[src/rtl/pwrseq_pkg.sv]
package pwrseq_pkg;

    localparam int NUM_STATES = 10;
    localparam int STATE_W    = $clog2(NUM_STATES);

    typedef enum logic [STATE_W-1:0] {
        PS_C0 = 4'd0,
        PS_C1 = 4'd1,
        PS_C2 = 4'd2,
        PS_C3 = 4'd3,
        PS_C4 = 4'd4,
        PS_S1 = 4'd5,
        PS_S3 = 4'd6,
        PS_S4 = 4'd7,
        PS_S5 = 4'd8,
        PS_G3 = 4'd9
    } pstate_e;

    typedef struct packed {
        logic halt;
        logic lvl2;
        logic lvl3;
        logic lvl4;
        logic slp_en;
        logic pbo;
        logic pwr_fail;
        logic pwr_ret;
        logic brk;
        logic bm_evt;
        logic wake;
        logic clk_stop;
        logic bm_idle;
    } evt_t;

    typedef struct packed {
        logic deep_l3;
        logic bm_zero;
        logic promote_deep;
        logic popup;
        logic reboot;
    } cfg_t;

    function automatic logic is_working(input pstate_e s);
        return (s <= PS_C4);
    endfunction

    function automatic pstate_e sleep_target(input logic [1:0] t);
        case (t)
            2'd0:    return PS_S1;
            2'd1:    return PS_S3;
            2'd2:    return PS_S4;
            default: return PS_S5;
        endcase
    endfunction

endpackage

[src/rtl/pwrseq_next.sv]
module pwrseq_next
    import pwrseq_pkg::*;
(
    input  pstate_e    cur,
    input  evt_t       ev,
    input  cfg_t       cfg,
    input  logic [1:0] slp_type,
    input  logic       batlow,
    input  logic       mark_q,
    input  logic       pend_q,
    output pstate_e    nxt,
    output logic       mark_d,
    output logic       pend_d
);

    logic mark_set;

    always_comb begin
        nxt      = cur;
        mark_set = 1'b0;
        pend_d   = pend_q;

        if (ev.pwr_fail && cur != PS_G3) begin
            nxt = PS_G3;
        end else if (ev.pbo && cur <= PS_S4) begin
            nxt = PS_S5;
        end else begin
            case (cur)
                PS_C0: begin
                    if (ev.slp_en)    nxt = sleep_target(slp_type);
                    else if (ev.lvl4) nxt = PS_C4;
                    else if (ev.lvl3) begin
                        if (cfg.bm_zero) begin
                            nxt      = PS_C2;
                            mark_set = 1'b1;
                        end else begin
                            nxt = cfg.deep_l3 ? PS_C4 : PS_C3;
                        end
                    end
                    else if (ev.lvl2) nxt = PS_C2;
                    else if (ev.halt) nxt = PS_C1;
                end
                PS_C1: begin
                    if (ev.brk)           nxt = PS_C0;
                    else if (ev.clk_stop) nxt = PS_C2;
                end
                PS_C2: begin
                    if (ev.brk)                       nxt = PS_C0;
                    else if (ev.bm_idle && mark_q)    nxt = cfg.promote_deep ? PS_C4 : PS_C3;
                end
                PS_C3, PS_C4: begin
                    if (ev.brk) nxt = PS_C0;
                    else if (ev.bm_evt) begin
                        if (cfg.popup) begin
                            nxt      = PS_C2;
                            mark_set = 1'b1;
                        end else begin
                            nxt = PS_C0;
                        end
                    end
                end
                PS_S1, PS_S3, PS_S4, PS_S5: begin
                    if (ev.wake || pend_q) begin
                        if (batlow) pend_d = 1'b1;
                        else        nxt    = PS_C0;
                    end
                end
                PS_G3: begin
                    if (ev.pwr_ret || pend_q) begin
                        if (!cfg.reboot)  nxt    = PS_S5;
                        else if (batlow)  pend_d = 1'b1;
                        else              nxt    = PS_C0;
                    end
                end
                default: nxt = PS_G3;
            endcase
        end

        if (nxt != cur) pend_d = 1'b0;
    end

    always_comb begin
        if (mark_set)                              mark_d = 1'b1;
        else if (nxt == PS_C0 || !is_working(nxt)) mark_d = 1'b0;
        else                                       mark_d = mark_q;
    end

endmodule

[src/rtl/pwrseq_decode.sv]
module pwrseq_decode
    import pwrseq_pkg::*;
#(
    parameter int N = NUM_STATES,
    parameter int W = STATE_W
) (
    input  logic [W-1:0] code,
    output logic [N-1:0] hot
);

    for (genvar i = 0; i < N; i++) begin : g_flag
        assign hot[i] = (code == W'(i));
    end

endmodule

[src/rtl/pwrseq_top.sv]
module pwrseq_top
    import pwrseq_pkg::*;
(
    input  logic                  clk,
    input  logic                  rst,
    input  logic                  ev_halt,
    input  logic                  ev_lvl2_rd,
    input  logic                  ev_lvl3_rd,
    input  logic                  ev_lvl4_rd,
    input  logic                  ev_sleep_en,
    input  logic                  ev_pbtn_ovr,
    input  logic                  ev_pwr_fail,
    input  logic                  ev_pwr_ret,
    input  logic                  ev_break,
    input  logic                  ev_bm,
    input  logic                  ev_wake,
    input  logic                  ev_clk_stop,
    input  logic                  ev_bm_idle,
    input  logic                  cfg_deep_l3,
    input  logic                  cfg_bm_zero,
    input  logic                  cfg_promote_deep,
    input  logic                  cfg_popup,
    input  logic                  cfg_reboot,
    input  logic [1:0]            sleep_type,
    input  logic                  batlow,
    output logic [STATE_W-1:0]    state_code,
    output logic [NUM_STATES-1:0] state_hot
);

    evt_t    ev;
    cfg_t    cfg;
    pstate_e state_q, state_d;
    logic    mark_q, mark_d;
    logic    pend_q, pend_d;

    assign ev = '{halt: ev_halt, lvl2: ev_lvl2_rd, lvl3: ev_lvl3_rd, lvl4: ev_lvl4_rd,
                  slp_en: ev_sleep_en, pbo: ev_pbtn_ovr, pwr_fail: ev_pwr_fail,
                  pwr_ret: ev_pwr_ret, brk: ev_break, bm_evt: ev_bm, wake: ev_wake,
                  clk_stop: ev_clk_stop, bm_idle: ev_bm_idle};

    assign cfg = '{deep_l3: cfg_deep_l3, bm_zero: cfg_bm_zero,
                   promote_deep: cfg_promote_deep, popup: cfg_popup, reboot: cfg_reboot};

    pwrseq_next next_i (
        .cur      (state_q),
        .ev       (ev),
        .cfg      (cfg),
        .slp_type (sleep_type),
        .batlow   (batlow),
        .mark_q   (mark_q),
        .pend_q   (pend_q),
        .nxt      (state_d),
        .mark_d   (mark_d),
        .pend_d   (pend_d)
    );

    always_ff @(posedge clk) begin
        if (rst) begin
            state_q <= PS_G3;
            mark_q  <= 1'b0;
            pend_q  <= 1'b0;
        end else begin
            state_q <= state_d;
            mark_q  <= mark_d;
            pend_q  <= pend_d;
        end
    end

    assign state_code = state_q;

    pwrseq_decode #(.N(NUM_STATES), .W(STATE_W)) decode_i (
        .code (state_code),
        .hot  (state_hot)
    );

endmodule

[config.mk]
export PLATFORM = sky130hd
export DESIGN_NAME = pwrseq_top
export DESIGN_NICKNAME = d
export VERILOG_FILES = /design/src/rtl/pwrseq_pkg.sv /design/src/rtl/pwrseq_next.sv /design/src/rtl/pwrseq_decode.sv /design/src/rtl/pwrseq_top.sv
export SDC_FILE = /design/constraint.sdc
export NUM_CORES = 1
export LEC_CHECK = 0
export ABC_CLOCK_PERIOD_IN_PS = 6400
export BUFFER_PORTS_ARGS = -buffer_cell sky130_fd_sc_hd__buf_2
export CORE_MARGIN = 3
export CORE_UTILIZATION = 51
export DETAILED_ROUTE_END_ITERATION = 8
export GPL_TIMING_DRIVEN = 1
export PLACE_DENSITY = 0.84
export SLEW_MARGIN = 20
export SYNTH_ARGS = -nofsm -noshare
export SYNTH_HDL_FRONTEND = slang
export SYNTH_SLANG_ARGS = --single-unit
[constraint.sdc]
create_clock -name clk -period 6.4 [get_ports clk]
set_clock_uncertainty 0.15 [all_clocks]
set_input_delay 0.96 -clock clk [delete_from_list [all_inputs] [get_ports clk]]
set_output_delay 0.96 -clock clk [all_outputs]
set_load 0.01 [all_outputs]
## Yosys cells after proc, flatten, opt, wreduce, memory -nomap -nowiden

Cells that the tools add are included.

- Magnitude comparators: 2
- Equality and inequality tests: 16
- Muxes and demuxes: 40
- Bitwise logic cells: 2
- Reductions and logical operators: 16

Operator list:

| operator | count |
|---|---|
| $mux 4 | 18 |
| $pmux 4 s6 | 1 |
| $eq 4x3->1 const B | 4 |
| $mux 1 | 15 |
| $pmux 4 s3 | 1 |
| $eq 4x2->1 const B | 2 |
| $eq 4x4->1 const B | 2 |
| $le 4x3->1 const B | 2 |
| $logic_not 4->1 | 2 |
| $mux 3 | 2 |
| $reduce_and 6->1 | 1 |
| $eq 4x1->1 const B | 1 |
| $ne 2x1->1 const B | 2 |
| $ne 4x4->1 | 1 |
| $ne 4x4->1 const B | 1 |
| $pmux 1 s2 | 2 |
| $reduce_bool 2->1 | 2 |
| $reduce_or 2->1 | 2 |
| $reduce_or 4->1 | 1 |
| $logic_and 1x1->1 | 3 |
| $logic_or 1x1->1 | 3 |
| $eq 2x1->1 const B | 1 |
| $eq 2x2->1 const B | 1 |
| $logic_not 2->1 | 1 |
| 4 further kinds | 5 |

- Bits in registers: 6
- Bits of input ports: 23
- Output and inout port bits: 14

## Longest topological paths before layout

- Depth in word-level cells: 13
- Gate-level depth with buffers: 8

## Modules after synthesis

Synthesis repeated with hierarchy kept, for this count alone.

- Cell total of the unflattened synthesis: 121
- Area total of the unflattened synthesis: 1013.5 µm²

By module, submodules not included:

| module | instances | cells an instance | area an instance (µm²) |
|---|---|---|---|
| pwrseq_next | 1 | 95 | 656.9 |
| pwrseq_decode | 1 | 14 | 198.9 |
| pwrseq_top | 1 | 12 | 157.7 |

## Worst setup path before layout

No wires, ideal clock.

- Path type: input-to-reg
- Start point: input ev_break
- End point: register mark_q
- Data arrival time: 2.376 ns
- Data required time: 6.190 ns
- Slack: 3.814 ns
- Stages on the path: 6
- Path through: or4b_1 > o2bb2ai_1 > a311oi_1 > or4_1 > o211ai_1 > a32o_1

- Cells in the longest elaborated chain, start to end: 8
- Elaborated cells on any way between the ends: 16

RTL lines:

| item | RTL line | text |
|---|---|---|
| start: declaration | pwrseq_top.sv:14 | `input logic ev_break,` |
| $mux 4 (on tied branches) | pwrseq_next.sv:52, pwrseq_next.sv:44, pwrseq_next.sv:48 |  |
| $pmux 4 s6 | pwrseq_next.sv:28 | `case (cur)` |
| $mux 4 | pwrseq_next.sv:25 | `end else if (ev.pbo && cur <= PS_S4) begin` |
| $mux 4 | pwrseq_next.sv:23 | `if (ev.pwr_fail && cur != PS_G3) begin` |
| $le 4x3->1 | pwrseq_pkg.sv:44 | `return (s <= PS_C4);` |
| $logic_not 1->1 | pwrseq_next.sv:84 | `else if (nxt == PS_C0 \|\| !is_working(nxt)) mark_d = 1'b0;` |
| $logic_or 1x1->1 | pwrseq_next.sv:84 |  |
| $reduce_bool 2->1 (no source line) | - |  |
| end signal: assignment | pwrseq_top.sv:64 | `mark_q <= mark_d;` |
| end: declaration | pwrseq_top.sv:33 | `logic mark_q, mark_d;` |

Several ways; a longest one is shown, not always the timed one.
A chain may end at the register's enable or synchronous reset.

## Final worst setup path

- Start point: register state_q[0], in the netlist state_code[0]
- End point: output state_hot[0]

- Cells in the longest elaborated chain, start to end: 1

RTL lines:

| item | RTL line | text |
|---|---|---|
| start: declaration | pwrseq_top.sv:32 | `pstate_e state_q, state_d;` |
| start signal: assignment | pwrseq_top.sv:63 | `state_q <= state_d;` |
| $logic_not 4->1 | pwrseq_decode.sv:12 | `assign hot[i] = (code == W'(i));` |
| end: declaration | pwrseq_top.sv:27 | `output logic [NUM_STATES-1:0] state_hot` |

Every way passes these cells.

==> flow_summary.json <==
{
  "status": "complete, no violations",
  "fin_util_pct": 68.8,
  "place_area_mm2": 0.00106,
  "wire_per_inst_um": 14.3,
  "post-cts-setup-buffer-count": 0,
  "viasPerCell": 6.24,
  "synthDistinctLibCells": 47,
  "synth_fa_ha_area_share_pct": 4.23,
  "fin_nets": 189,
  "powerDensity_mw_per_mm2": 248,
  "synth_area_um2": 887,
  "clk_pin_slew_ns": 0.04,
  "syn2layout_area_growth_pct": 22.3,
  "die_width_um": 47.7,
  "cp.required_ns": 5.29,
  "ys_seq_area_share_pct": 13.5,
  "grt_max_degree": 25,
  "drc_errors": 0,
  "synth_edf_count": 0,
  "setup_viol": 0,
  "postSynth.asyncResetShare_pct": 0,
  "synth_compound_area_share_pct": 28.8,
  "place_congestion": 0.969,
  "period_needed_ns": 2.75,
  "root_buffer": "clkbuf_4",
  "rsz0062_at_grt": "false",
  "ios": 37,
  "finalInstanceArea_mm2": 0.00108,
  "maxCapViolations": 0,
  "drtIter0Drc": 36,
  "grt_overflow": 0,
  "grt_pass1_wl_um": 3900,
  "tightest_slew_ns": 0.742,
  "cts_tree": "done",
  "antenna_found_initial": 0,
  "ys_warn_count": 0,
  "synth_nets": 154,
  "coreArea_mm2": 0.00158,
  "syn_area_per_cell_um2": 6.93,
  "p_total_uw": 269,
  "worstSkewPairLatency_ns": 0.24,
  "die_height_um": 47.7,
  "grt_pass1_vias": 960,
  "max-vdd-ir-drop_v": 0.000196,
  "ctsHoldBuffers": 0,
  "port_buffers": 36,
  "vias": 1104,
  "slew_headroom_pct": 50.5,
  "cts_resized": 0,
  "placed_cells": 174,
  "cts_buffer_depth": 2,
  "hp-class": "reg2reg",
  "power.leakage_nw": 0.463,
  "h-tree-depth": 1,
  "row_count": 14,
  "fin_cells": 177,
  "setup_tns_ns": 0,
  "syn_inst": 128,
  "worstPathArrival_ns": 1.64,
  "drtPass1Iterations": 4,
  "fin_crit_sh_pct": 43.0,
  "cp_max_fo": 24,
  "cts_made_buffers": 3,
  "hpwl_um": 2030,
  "synth.mux.area_fraction_pct": 0,
  "yosys.area_share.simple_pct": 44.7,
  "clock_sinks": 6,
  "fp.dieArea_mm2": 0.00228,
  "drt-total-wl_um": 2540,
  "place_ws_ns": 3.53,
  "end_kind": "output pin",
  "synth_ff_type": "dfxtp_1",
  "hold_violations": 0,
  "path_class": "reg2out",
  "synth_top_family_by_area": "simple AND/OR/NAND/NOR gates",
  "drive_above_1_share_pct": 28.0,
  "synth_seq_cells": 6,
  "diodes": 0,
  "ant_nets": 0,
  "finalWorstSetupSlack_ns": 3.65,
  "start_util_pct": 56.3,
  "max_freq_mhz": 363,
  "holdWs_ns": 0.399,
  "critPathLaunchType": "flip-flop",
  "grt_use_total_pct": 23.7,
  "synth_xor_area_share_pct": 2.96,
  "drv_slew": 0
}
worst max-delay path, stage by stage, from the launching register on:
cell      delay, ns
dfxtp_1        0.54
or4_4          0.63
clkinv_1       0.11
buf_2          0.13
power breakdown:
| group | internal (mW) | total [mW] | switching, mW |
|---|---|---|---|
| clock network | 0.0211 | 0.0328 | 0.0118 |
| logic | 0.0733 | 0.160 | 0.0863 |
| registers | 0.0442 | 0.0761 | 0.0319 |
sequential cells by signal (all words and copies together) (netlist names):
register / flops
state_code: 4
pend_q: 1
mark_q: 1
area by class of cell:
class | instances | area, um^2
multi-input combinational | 109 | 716
fill | 147 | 492
timing repair buffer | 36 | 180
sequential | 6 | 120
inverter | 7 | 26.3
clock buffer | 3 | 22.5
tap | 16 | 20.0
Yosys cell counts, drive strengths merged (3+ instances only):
cell type | n | area, um^2
a31oi | 4 | 25.0
dfxtp | 6 | 120
nand2b | 6 | 37.5
o211ai | 5 | 37.5
or4 | 3 | 30.0
o21ai | 7 | 38.8
buf | 3 | 13.8
ha | 3 | 37.5
inv | 6 | 22.5
nor2 | 18 | 67.6
nor2b | 4 | 25.0
nor3 | 8 | 40.0
nand2 | 9 | 33.8
clkbuf | 3 | 11.3
layout by cell type, fill, tap and decap left out, drive strengths merged, types with 2 or more instances in the layout:
cell type and n:
or4 3, nor4 2, a32oi 2, ha 3, and3b 2, o211ai 5
nor3b 2, nand2b 6, o21bai 2, nor4b 2, o31ai 2, nand4b 2
nand3 2, o22ai 2, inv 6, o2bb2ai 2, a31oi 4, buf 36
nor2 18, xnor2 2, nor3 8, dfxtp 6, clkbuf 3, a22oi 2
nand2 9, o21ai 7, nor2b 4, nand3b 2, or2 2
final timing paths:
kind,from,to,slack [ns],depth (start not counted)
setup / recovery,state_code[0],state_hot[0],3.65,3
hold / removal,mark_q,mark_q,0.40,1
setup reg to reg,state_code[0],mark_q,3.81,7
hold reg to reg,mark_q,mark_q,0.40,1
kinds of logic (layout without fill, tap and decap cells):
logic type | Yosys count | after routing
xor+xnor | 3 | 3
fa+ha+maj | 3 | 3
simple gates | 68 | 68
compound gates | 35 | 35
flops | 6 | 6
buf+inv | 13 | 46
routing by layer:
layer	vias to the layer above	routed length [um]	track usage (%)
met3	4	171	3.01
met4	0	13	10.8
met2	45	1290	41.4
met5	-	0	0
li1	554	-	-
met1	501	1070	28.5
(Power assumes the default switching activity.)
